File: src/rtl/csr_pkg.sv
package csr_pkg;

    localparam int SRC_W         = 5;
    localparam int CLK_SEL_BASE  = 'h18;
    localparam int GATE_SEL_BASE = 'h1B;
    localparam int ENH_ADDR      = 'h20;
    localparam int NUM_DIV       = 5;

    localparam logic [SRC_W-1:0] CLK_SRC_PIN   = 5'd0;
    localparam logic [SRC_W-1:0] CLK_SRC_FAST  = 5'd11;
    localparam logic [SRC_W-1:0] GATE_SRC_HIGH = 5'd0;
    localparam logic [SRC_W-1:0] GATE_SRC_PIN  = 5'd1;

    typedef struct packed {
        logic             chip;
        logic [1:0]       chan;
        logic [SRC_W-1:0] src;
    } sel_t;

    // Split a select byte; the upper source bits only count in enhanced mode.
    function automatic sel_t decode_sel(input logic [7:0] b, input logic enh);
        sel_t r;
        r.chip = b[5];
        r.chan = b[4:3];
        r.src  = {(enh ? b[7:6] : 2'b00), b[2:0]};
        return r;
    endfunction

endpackage

File: src/rtl/csr_tick_gen.sv
module csr_tick_gen
    import csr_pkg::*;
#(
    parameter int FAST_DIV = 2,
    parameter int DECADE   = 10
) (
    input  logic               clk,
    input  logic               rst_n,
    output logic               fast_tick,
    output logic [NUM_DIV-1:0] div_tick
);

    localparam int FW = $clog2(FAST_DIV + 1);
    localparam int DW = $clog2(DECADE + 1);

    typedef struct packed {
        logic [FW-1:0]                fcnt;
        logic                         half;
        logic [NUM_DIV-2:0][DW-1:0]   dcnt;
    } tick_t;

    tick_t st_d, st_q;

    always_comb begin
        logic [NUM_DIV-1:0] t;
        logic               f;
        st_d = st_q;
        f    = (st_q.fcnt == FW'(FAST_DIV - 1));
        st_d.fcnt = f ? '0 : st_q.fcnt + 1'b1;
        if (f) st_d.half = ~st_q.half;
        t    = '0;
        t[0] = f & st_q.half;
        for (int k = 1; k < NUM_DIV; k++) begin
            t[k] = t[k-1] & (st_q.dcnt[k-1] == DW'(DECADE - 1));
            if (t[k-1])
                st_d.dcnt[k-1] = t[k] ? '0 : st_q.dcnt[k-1] + 1'b1;
        end
        fast_tick = f;
        div_tick  = t;
    end

    always_ff @(posedge clk) begin
        if (!rst_n) st_q <= '0;
        else        st_q <= st_d;
    end

endmodule

File: src/rtl/csr_pin_sync.sv
module csr_pin_sync #(
    parameter int W = 18
) (
    input  logic         clk,
    input  logic         rst_n,
    input  logic [W-1:0] pin,
    output logic [W-1:0] level,
    output logic [W-1:0] rise
);

    typedef struct packed {
        logic [W-1:0] s1;
        logic [W-1:0] s2;
        logic [W-1:0] s3;
    } sync_t;

    sync_t st_d, st_q;

    always_comb begin
        st_d    = st_q;
        st_d.s1 = pin;
        st_d.s2 = st_q.s1;
        st_d.s3 = st_q.s2;
        level   = st_q.s2;
        rise    = st_q.s2 & ~st_q.s3;
    end

    always_ff @(posedge clk) begin
        if (!rst_n) st_q <= '0;
        else        st_q <= st_d;
    end

endmodule

File: src/rtl/csr_src_mux.sv
module csr_src_mux
    import csr_pkg::*;
#(
    parameter int NUM_CH = 18
) (
    input  logic [NUM_CH-1:0][SRC_W-1:0] clk_src,
    input  logic [NUM_CH-1:0][SRC_W-1:0] gate_src,
    input  logic                         enh,
    input  logic                         fast_tick,
    input  logic [NUM_DIV-1:0]           div_tick,
    input  logic [NUM_CH-1:0]            pin_rise,
    input  logic [NUM_CH-1:0]            gate_level,
    output logic [NUM_CH-1:0]            clk_sel,
    output logic [NUM_CH-1:0]            gate_sel
);

    for (genvar i = 0; i < NUM_CH; i++) begin : g_ch
        always_comb begin
            clk_sel[i] = 1'b0;
            if (clk_src[i] == CLK_SRC_PIN)
                clk_sel[i] = pin_rise[i];
            else if (clk_src[i] == CLK_SRC_FAST)
                clk_sel[i] = enh & fast_tick;
            for (int k = 0; k < NUM_DIV; k++)
                if (clk_src[i] == SRC_W'(k + 1))
                    clk_sel[i] = div_tick[k];
        end

        always_comb begin
            if (gate_src[i] == GATE_SRC_HIGH)
                gate_sel[i] = 1'b1;
            else if (gate_src[i] == GATE_SRC_PIN)
                gate_sel[i] = gate_level[i];
            else
                gate_sel[i] = 1'b0;
        end
    end

endmodule

File: src/rtl/ctr_src_router.sv
module ctr_src_router
    import csr_pkg::*;
#(
    parameter int NUM_GROUPS = 3,
    parameter int CHIPS      = 2,
    parameter int CHANS      = 3,
    parameter int FAST_DIV   = 2,
    parameter int DECADE     = 10,
    parameter int ADDR_W     = 6
) (
    input  logic                                clk,
    input  logic                                rst_n,
    input  logic                                wr_en,
    input  logic [ADDR_W-1:0]                   wr_addr,
    input  logic [7:0]                          wr_data,
    input  logic [NUM_GROUPS*CHIPS*CHANS-1:0]   ext_clk,
    input  logic [NUM_GROUPS*CHIPS*CHANS-1:0]   ext_gate,
    output logic [NUM_GROUPS*CHIPS*CHANS-1:0]   ctr_clk_en,
    output logic [NUM_GROUPS*CHIPS*CHANS-1:0]   ctr_gate
);

    localparam int PER_GROUP = CHIPS * CHANS;
    localparam int NUM_CH    = NUM_GROUPS * PER_GROUP;

    typedef struct packed {
        logic [NUM_CH-1:0][SRC_W-1:0] clk_src;
        logic [NUM_CH-1:0][SRC_W-1:0] gate_src;
        logic                         enh;
        logic [NUM_CH-1:0]            clk_en;
        logic [NUM_CH-1:0]            gate;
    } state_t;

    state_t st_d, st_q;

    logic               fast_tick;
    logic [NUM_DIV-1:0] div_tick;
    logic [NUM_CH-1:0]  clk_rise, clk_level_unused_n;
    logic [NUM_CH-1:0]  gate_level, gate_rise_unused_n;
    logic [NUM_CH-1:0]  clk_sel, gate_sel;

    csr_tick_gen #(.FAST_DIV(FAST_DIV), .DECADE(DECADE)) u_ticks (
        .clk       (clk),
        .rst_n     (rst_n),
        .fast_tick (fast_tick),
        .div_tick  (div_tick)
    );

    csr_pin_sync #(.W(NUM_CH)) u_clk_sync (
        .clk   (clk),
        .rst_n (rst_n),
        .pin   (ext_clk),
        .level (clk_level_unused_n),
        .rise  (clk_rise)
    );

    csr_pin_sync #(.W(NUM_CH)) u_gate_sync (
        .clk   (clk),
        .rst_n (rst_n),
        .pin   (ext_gate),
        .level (gate_level),
        .rise  (gate_rise_unused_n)
    );

    csr_src_mux #(.NUM_CH(NUM_CH)) u_mux (
        .clk_src    (st_q.clk_src),
        .gate_src   (st_q.gate_src),
        .enh        (st_q.enh),
        .fast_tick  (fast_tick),
        .div_tick   (div_tick),
        .pin_rise   (clk_rise),
        .gate_level (gate_level),
        .clk_sel    (clk_sel),
        .gate_sel   (gate_sel)
    );

    always_comb begin
        sel_t sel;
        st_d = st_q;
        sel  = decode_sel(wr_data, st_q.enh);
        if (wr_en && wr_addr == ADDR_W'(ENH_ADDR))
            st_d.enh = wr_data[0];
        for (int g = 0; g < NUM_GROUPS; g++) begin
            for (int c = 0; c < CHIPS; c++) begin
                for (int h = 0; h < CHANS; h++) begin
                    if (wr_en && sel.chip == 1'(c) && sel.chan == 2'(h)) begin
                        if (wr_addr == ADDR_W'(CLK_SEL_BASE + g))
                            st_d.clk_src[g*PER_GROUP + c*CHANS + h] = sel.src;
                        if (wr_addr == ADDR_W'(GATE_SEL_BASE + g))
                            st_d.gate_src[g*PER_GROUP + c*CHANS + h] = sel.src;
                    end
                end
            end
        end
        st_d.clk_en = clk_sel;
        st_d.gate   = gate_sel;
    end

    always_ff @(posedge clk) begin
        if (!rst_n) begin
            st_q      <= '0;
            st_q.gate <= '1;
        end else begin
            st_q <= st_d;
        end
    end

    assign ctr_clk_en = st_q.clk_en;
    assign ctr_gate   = st_q.gate;

endmodule

File: config.mk
export PLATFORM = sky130hd
export DESIGN_NAME = ctr_src_router
export DESIGN_NICKNAME = d
export VERILOG_FILES = /design/src/rtl/csr_pkg.sv /design/src/rtl/csr_tick_gen.sv /design/src/rtl/csr_pin_sync.sv /design/src/rtl/csr_src_mux.sv /design/src/rtl/ctr_src_router.sv
export SDC_FILE = /design/constraint.sdc
export NUM_CORES = 1
export LEC_CHECK = 0
export ABC_AREA = 1
export BUFFER_PORTS_ARGS = -buffer_cell sky130_fd_sc_hd__buf_4
export CORE_UTILIZATION = 54
export CTS_CLUSTER_SIZE = 25
export DETAILED_ROUTE_END_ITERATION = 16
export HOLD_SLACK_MARGIN = 0.08
export PLACE_DENSITY = 0.75
export SLEW_MARGIN = 10
export SYNTH_ARGS = -nofsm -noshare
export SYNTH_HDL_FRONTEND = slang
export SYNTH_SLANG_ARGS = --single-unit
File: constraint.sdc
create_clock -name clk -period 1.8 [get_ports clk]
set_clock_uncertainty 0.2 [all_clocks]
set_input_delay 0.09 -clock clk [delete_from_list [all_inputs] [get_ports clk]]
set_output_delay 0.09 -clock clk [all_outputs]
set_load 0.02 [all_outputs]
---- After elaboration in Yosys (flattened, before gate mapping) ----
Cells that the tools add are included.
W data, S select, Z words.
word-level totals
  flip-flop bits (word level) ............. 326
operators by class
  multiplexer cells ....................... 149
  bitwise gates (word level) .............. 11
  equality and inequality tests ........... 140
  $add $sub $neg .......................... 5
  reduce and logical (&&, ||, !) cells .... 101
operators by type and width
  cell                   count
  $eq A5 B1 Y1 const B   36
  $eq A5 B2 Y1 const B   36
  $eq A5 B3 Y1 const B   36
  $logic_not A5 Y1       36
  $mux W1                144
  $eq A5 B4 Y1 const B   18
  $reduce_and A2 Y1      36
  $reduce_or A2 Y1       19
  $eq A6 B5 Y1 const B   6
  $and A18 B18 Y18       1
  $not A18 Y18           1
  $add A4 B1 Y4 const B  4
  $eq A4 B4 Y1 const B   4
  $mux W4                4
  $logic_and A1 B1 Y1    9
  $and A1 B1 Y1          6
  $eq A6 B6 Y1 const B   1
  $eq A2 B1 Y1 const B   2
  $not A1 Y1             3
  $add A2 B1 Y2 const B  1
  $eq A2 B2 Y1 const B   1
  $logic_not A2 Y1       1
  $mux W2                1

---- Longest topological paths before layout ----
  word-level depth ........................ 9
  depth in mapped cells ................... 11
  depth with buffers taken out ............ 10

---- Hierarchy ----
Synthesis repeated with hierarchy kept, for this count alone.
second synthesis, totals
  cells, all modules ...................... 2283
  area total of the unflattened synthesis .. 15605.0 µm²
by module, submodules not included
  module          sequential area each (µm²)  cells each  instances  area each (µm²)
  ctr_src_router  4344.2                      1222        1          8783.4
  csr_pin_sync    1081.0                      222         2          1820.5
  csr_src_mux     0.0                         481         1          2119.5
  csr_tick_gen    380.4                       136         1          1061.0

---- Worst setup path after synthesis ----
OpenSTA, ideal clock, no wires.
  path kind ............................... reg-to-reg
  start point ............................. reg u_ticks.st_q[17] (netlist bit)
  end point ............................... reg u_ticks.st_q[13] (netlist bit)
  arrival ................................. 1486 ps
  slack ................................... -2 ps
  buffers on the path ..................... 1
  cell stages (with the launch flop) ...... 9
  data required time ...................... 1484 ps
  cells stage by stage .................... dfxtp_1 -> ha_1 -> nand2_2 -> nor2_8 -> nand3_4 -> nor2_4 -> buf_2 -> o21ai_0 -> o211a_1
between the ends
  cells in the longest elaborated chain, start to end .. 7
ends and longest elaborated chain
  element                          line                source
  from (decl)                      csr_tick_gen.sv:22  tick_t st_d, st_q;
  from (signal assigned)           csr_tick_gen.sv:44  else st_q <= st_d;
  $eq A2 B1 Y1 (*)                 csr_tick_gen.sv:28  f = (st_q.fcnt == FW'(FAST_DIV - 1));
  $and A1 B1 Y1 (*)                csr_tick_gen.sv:32  t[0] = f & st_q.half;
  $and A1 B1 Y1 (*) (3 in series)  csr_tick_gen.sv:34  t[k] = t[k-1] & (st_q.dcnt[k-1] == DW'(DECADE - 1));
  $and A1 B1 Y1                    csr_tick_gen.sv:34
  $mux W4                          csr_tick_gen.sv:36  st_d.dcnt[k-1] = t[k] ? '0 : st_q.dcnt[k-1] + 1'b1;
Mark *: on every way between the ends. The rest lies on a longest branch, timed or not.
A chain may end at the register's enable or synchronous reset.

---- Final worst setup path ----
  start point ............................. in wr_addr[2]
  end point ............................... reg st_q[196] (netlist bit)
between the ends
  cells in the longest elaborated chain, start to end .. 2
ends and longest elaborated chain
  element                      line                   source
  from (decl)                  ctr_src_router.sv:14   input logic [ADDR_W-1:0] wr_addr,
  $eq A6 B5 Y1                 ctr_src_router.sv:86   if (wr_addr == ADDR_W'(CLK_SEL_BASE + g))
  $reduce_and A2 Y1 (no line)  n/a
  to (signal assigned)         ctr_src_router.sv:103  st_q <= st_d;
  to (decl)                    ctr_src_router.sv:33   state_t st_d, st_q;
No other way between the ends.

==> impl_metrics.toml <==
[sta]
slew_headroom_pct = 63.48
whs_ns = 0.1257
maxSlewViolCount = 0
finalSetupViolations = 2
fin_crit_sh_pct = 103.3
finalHoldViolations = 0
fin_crit_ns = 1.860
fmax_mhz = 537.7
tightest_slew_ns = 0.5472
rsz0062_at_grt = "yes"
fin_ws_ns = -0.05990

[synth]
synth_ff_type = "dfxtp_1"
synth-seq-cells = 326
synth_warnings = 0
synth_edf_count = 0
async_flop_share_pct = 0
synthCells = 1828
syn_nets = 1890
yosys.area.top_type = "dfxtp_1"
synth_area_um2 = 13210
yosysSeqAreaShare_pct = 49.40
ys_top_cells_by_area = "dfxtp_1, nor2_1, nand2_1"
synthDistinctLibCells = 34
synth_top_area_share_pct = 49.40
syn_area_per_cell_um2 = 7.227

[power_and_ir_drop]
power_per_cell_area_nw_per_um2 = 911.9
power.share.clock_pct = 45.9
switchingPower_mw = 3.187
p_sw_share_pct = 21.08
internal_power_mw = 11.94
vdd_drop_max_v = 0.0008780
pwr-share-comb_pct = 5.3
total_power_mw = 15.12
p_leak_nw = 7.716
pwr-share-seq_pct = 48.8

[layout]
fillCellCount = 1842
fin_area_um2 = 16580
drive_gt1_share_pct = 13.84
diodes = 0
nets = 2078
layout_common_cells = "dfxtp_1, nor2_1, nand2_1"
final_util_pct = 69.82
area_delta_synth_final_pct = 25.52
layout_commonest_cell = "dfxtp_1"

[clock_tree]
cts_tree = "built"
cts_buffer_depth = 3
cts_htree_levels = 2
cts_root_buf = "clkbuf_16"
clk_pin_slew_ns = 0.06
cts.sinks = 326
cts_made_buffers = 35
clkLatencyLatePin_ns = 0.51

[worst_setup_path]
r2r_cells = 11
critPathMaxStageDelay_ns = 0.54
start_kind = "input pin"
cp_num_buf_inv = 4
crit_type = "input pin to flip-flop"
required_ns = 2.03
worstPathMaxFanout = 6
critical_path_depth = 10
reg2reg_slack_ns = 0.03
endpoint = "st_q[196]"
path_delay_family = "buffers and inverters"
path_common_cell = "nor2_1"
timing.rr.end = "ctr_clk_en[15]"
r2r_start = "u_ticks.st_q[18]"
worstPathArrival_ns = 2.09
slowest_stage = "dlygate4sd3_1"
worstSetupStartpoint = "wr_addr[2]"
worstPathCellList = "dlygate4sd3_1, buf_4, nor2_1, nand3_1, inv_1, nand2_1, nor2_1, buf_4, o21ai_0, nor2_1"
end_kind = "flip-flop"

[global_route]
grt_pass1_wl_um = 51220
grt_overflow = 0
antenna_found_initial = 0
grt.total_usage_pct = 25.42
grt_start_max_net_pins = 53
grt_pass1_vias = 10980

[die]
row_count = 56
die_h_um = 158.4
num_io_pins = 89
initial_utilization_pct = 55.62
die_w_um = 158.4
dieArea_um2 = 25100
core_area_um2 = 23750

[drt]
drtIter0Drc = 793
via_per_inst = 5.039
drc = 0
first_pass_iters = 11
routed_wirelength_um = 32090
drt-wirelength-per-cell_um = 13.61
vias = 11880
antenna_left = 0

[flow_run]
cap_violations = 0

[placed_design]
hpwlAfterDp_um = 19300
gp_congestion = 0.8334
port_buffers = 88
post_dp_cell_area_um2 = 14420

[status]
outcome = "finished, violations left"
violations = "setup timing"

[worst_hold_path]
min_path_type = "input pin to flip-flop"
worstHoldStart = "ext_clk[15]"
[stage by stage]
| step | TNS, ns | setup slack [ns] | cells |
|---|---|---|---|
| 6_report | -0.06207 | -0.05990 | 2357 |
| 3_5_place_dp | -0.05613 | -0.01617 | 2211 |
| 2_1_floorplan | 0 | 0.03823 | 1828 |
| 5_1_grt | -2.323 | -0.1113 | 2357 |
| 4_1_cts | -0.06342 | -0.01686 | 2351 |
| 3_3_place_gp | 0 | 0.04056 | 2211 |
[logic make-up (layout without fill, tap and decap cells)]
family / Yosys count / in the layout / synth area share (%)
compound gates: 330 / 330 / 12.57
flops: 326 / 326 / 49.40
xor+xnor: 3 / 3 / 0.1989
fa+ha+maj: 9 / 9 / 0.8524
buf+inv: 370 / 580 / 11.68
simple gates: 790 / 790 / 25.31
[state kept, by name, indices dropped and copies added, names as in the netlist]
register,flops
ctr_gate,18
u_clk_sync.st_q,18
u_clk_sync.level,18
u_gate_sync.level,18
u_ticks.st_q,19
u_clk_sync.st_d,18
u_gate_sync.st_d,18
st_q,181
ctr_clk_en,18
[Yosys cell counts (2+ instances only)]
cell type  number
buf_1           8
dfxtp_1       326
nor2_2          5
nand3b_1       18
buf_4          37
ha_1            9
o21ai_1         9
nor3_1         30
nor4_1         23
nor3_2          3
a21oi_1       112
inv_1         267
buf_2           6
nand2_2         3
inv_2           4
o21ai_0       206
clkinv_1        2
xor2_1          2
nand3_1        64
nor2_1        318
or2_2          13
clkbuf_1       45
nand2_1       300
nand4_1         8
[layout make-up]
class,count,area [um^2],area share [%]
Clock buffer,55,1114,6.715
Clock inverter,4,20.02,0.1207
Inverter,273,1030,6.209
Multi-Input combinational cell,1132,5249,31.65
Sequential cell,326,6531,39.38
Tap cell,319,399.1,2.407
Timing Repair Buffer,248,2241,13.51
[power groups by stage]
stage / Clock [mW] / Sequential [mW] / Combinational, mW
after global placement: 0 / 7.53 / 0.607
after floorplan: 0 / 7.52 / 0.364
final: 6.94 / 7.38 / 0.801
after detailed placement: 0 / 7.53 / 0.620
after global routing: 7.36 / 7.39 / 0.880
after CTS: 7.05 / 7.37 / 0.760
[worst min path at each step]
stage,end,slack [ns],cells after the start
floorplan,u_clk_sync.st_d[18],-0.01,2
global placement,u_gate_sync.st_d[31],0.07,3
CTS,u_gate_sync.st_d[28],0.11,4
global route,u_clk_sync.st_d[33],0.15,4
detailed placement,u_clk_sync.st_d[22],0.07,3
finish,u_clk_sync.st_d[33],0.13,4
[what timing repair did]
action / 4_1_cts / 5_1_grt
buffers inserted: 2 / 4
endpoints found under the hold margin: 313 / 1
endpoints found under the setup margin: 23 / 51
cloned: 1 / 1
pin swaps: 1 / 14
hold buffers: 78 / 3
resized for setup: 5 / 44
[routing by layer]
layer	wire length (um)	track usage, %	up-vias
met3	1815	3.892	66
met1	13730	30.77	5417
met2	15650	45.55	329
met4	888	8.974	0
met5	0	0	-
li1	-	-	6064
[tightest hold or removal path: stages]
cell and delay, ns:
dlygate4sd3_1 0.53, buf_4 0.10, nand2_1 0.04, inv_1 0.04
No activity file was read; power rests on OpenSTA's default activity.
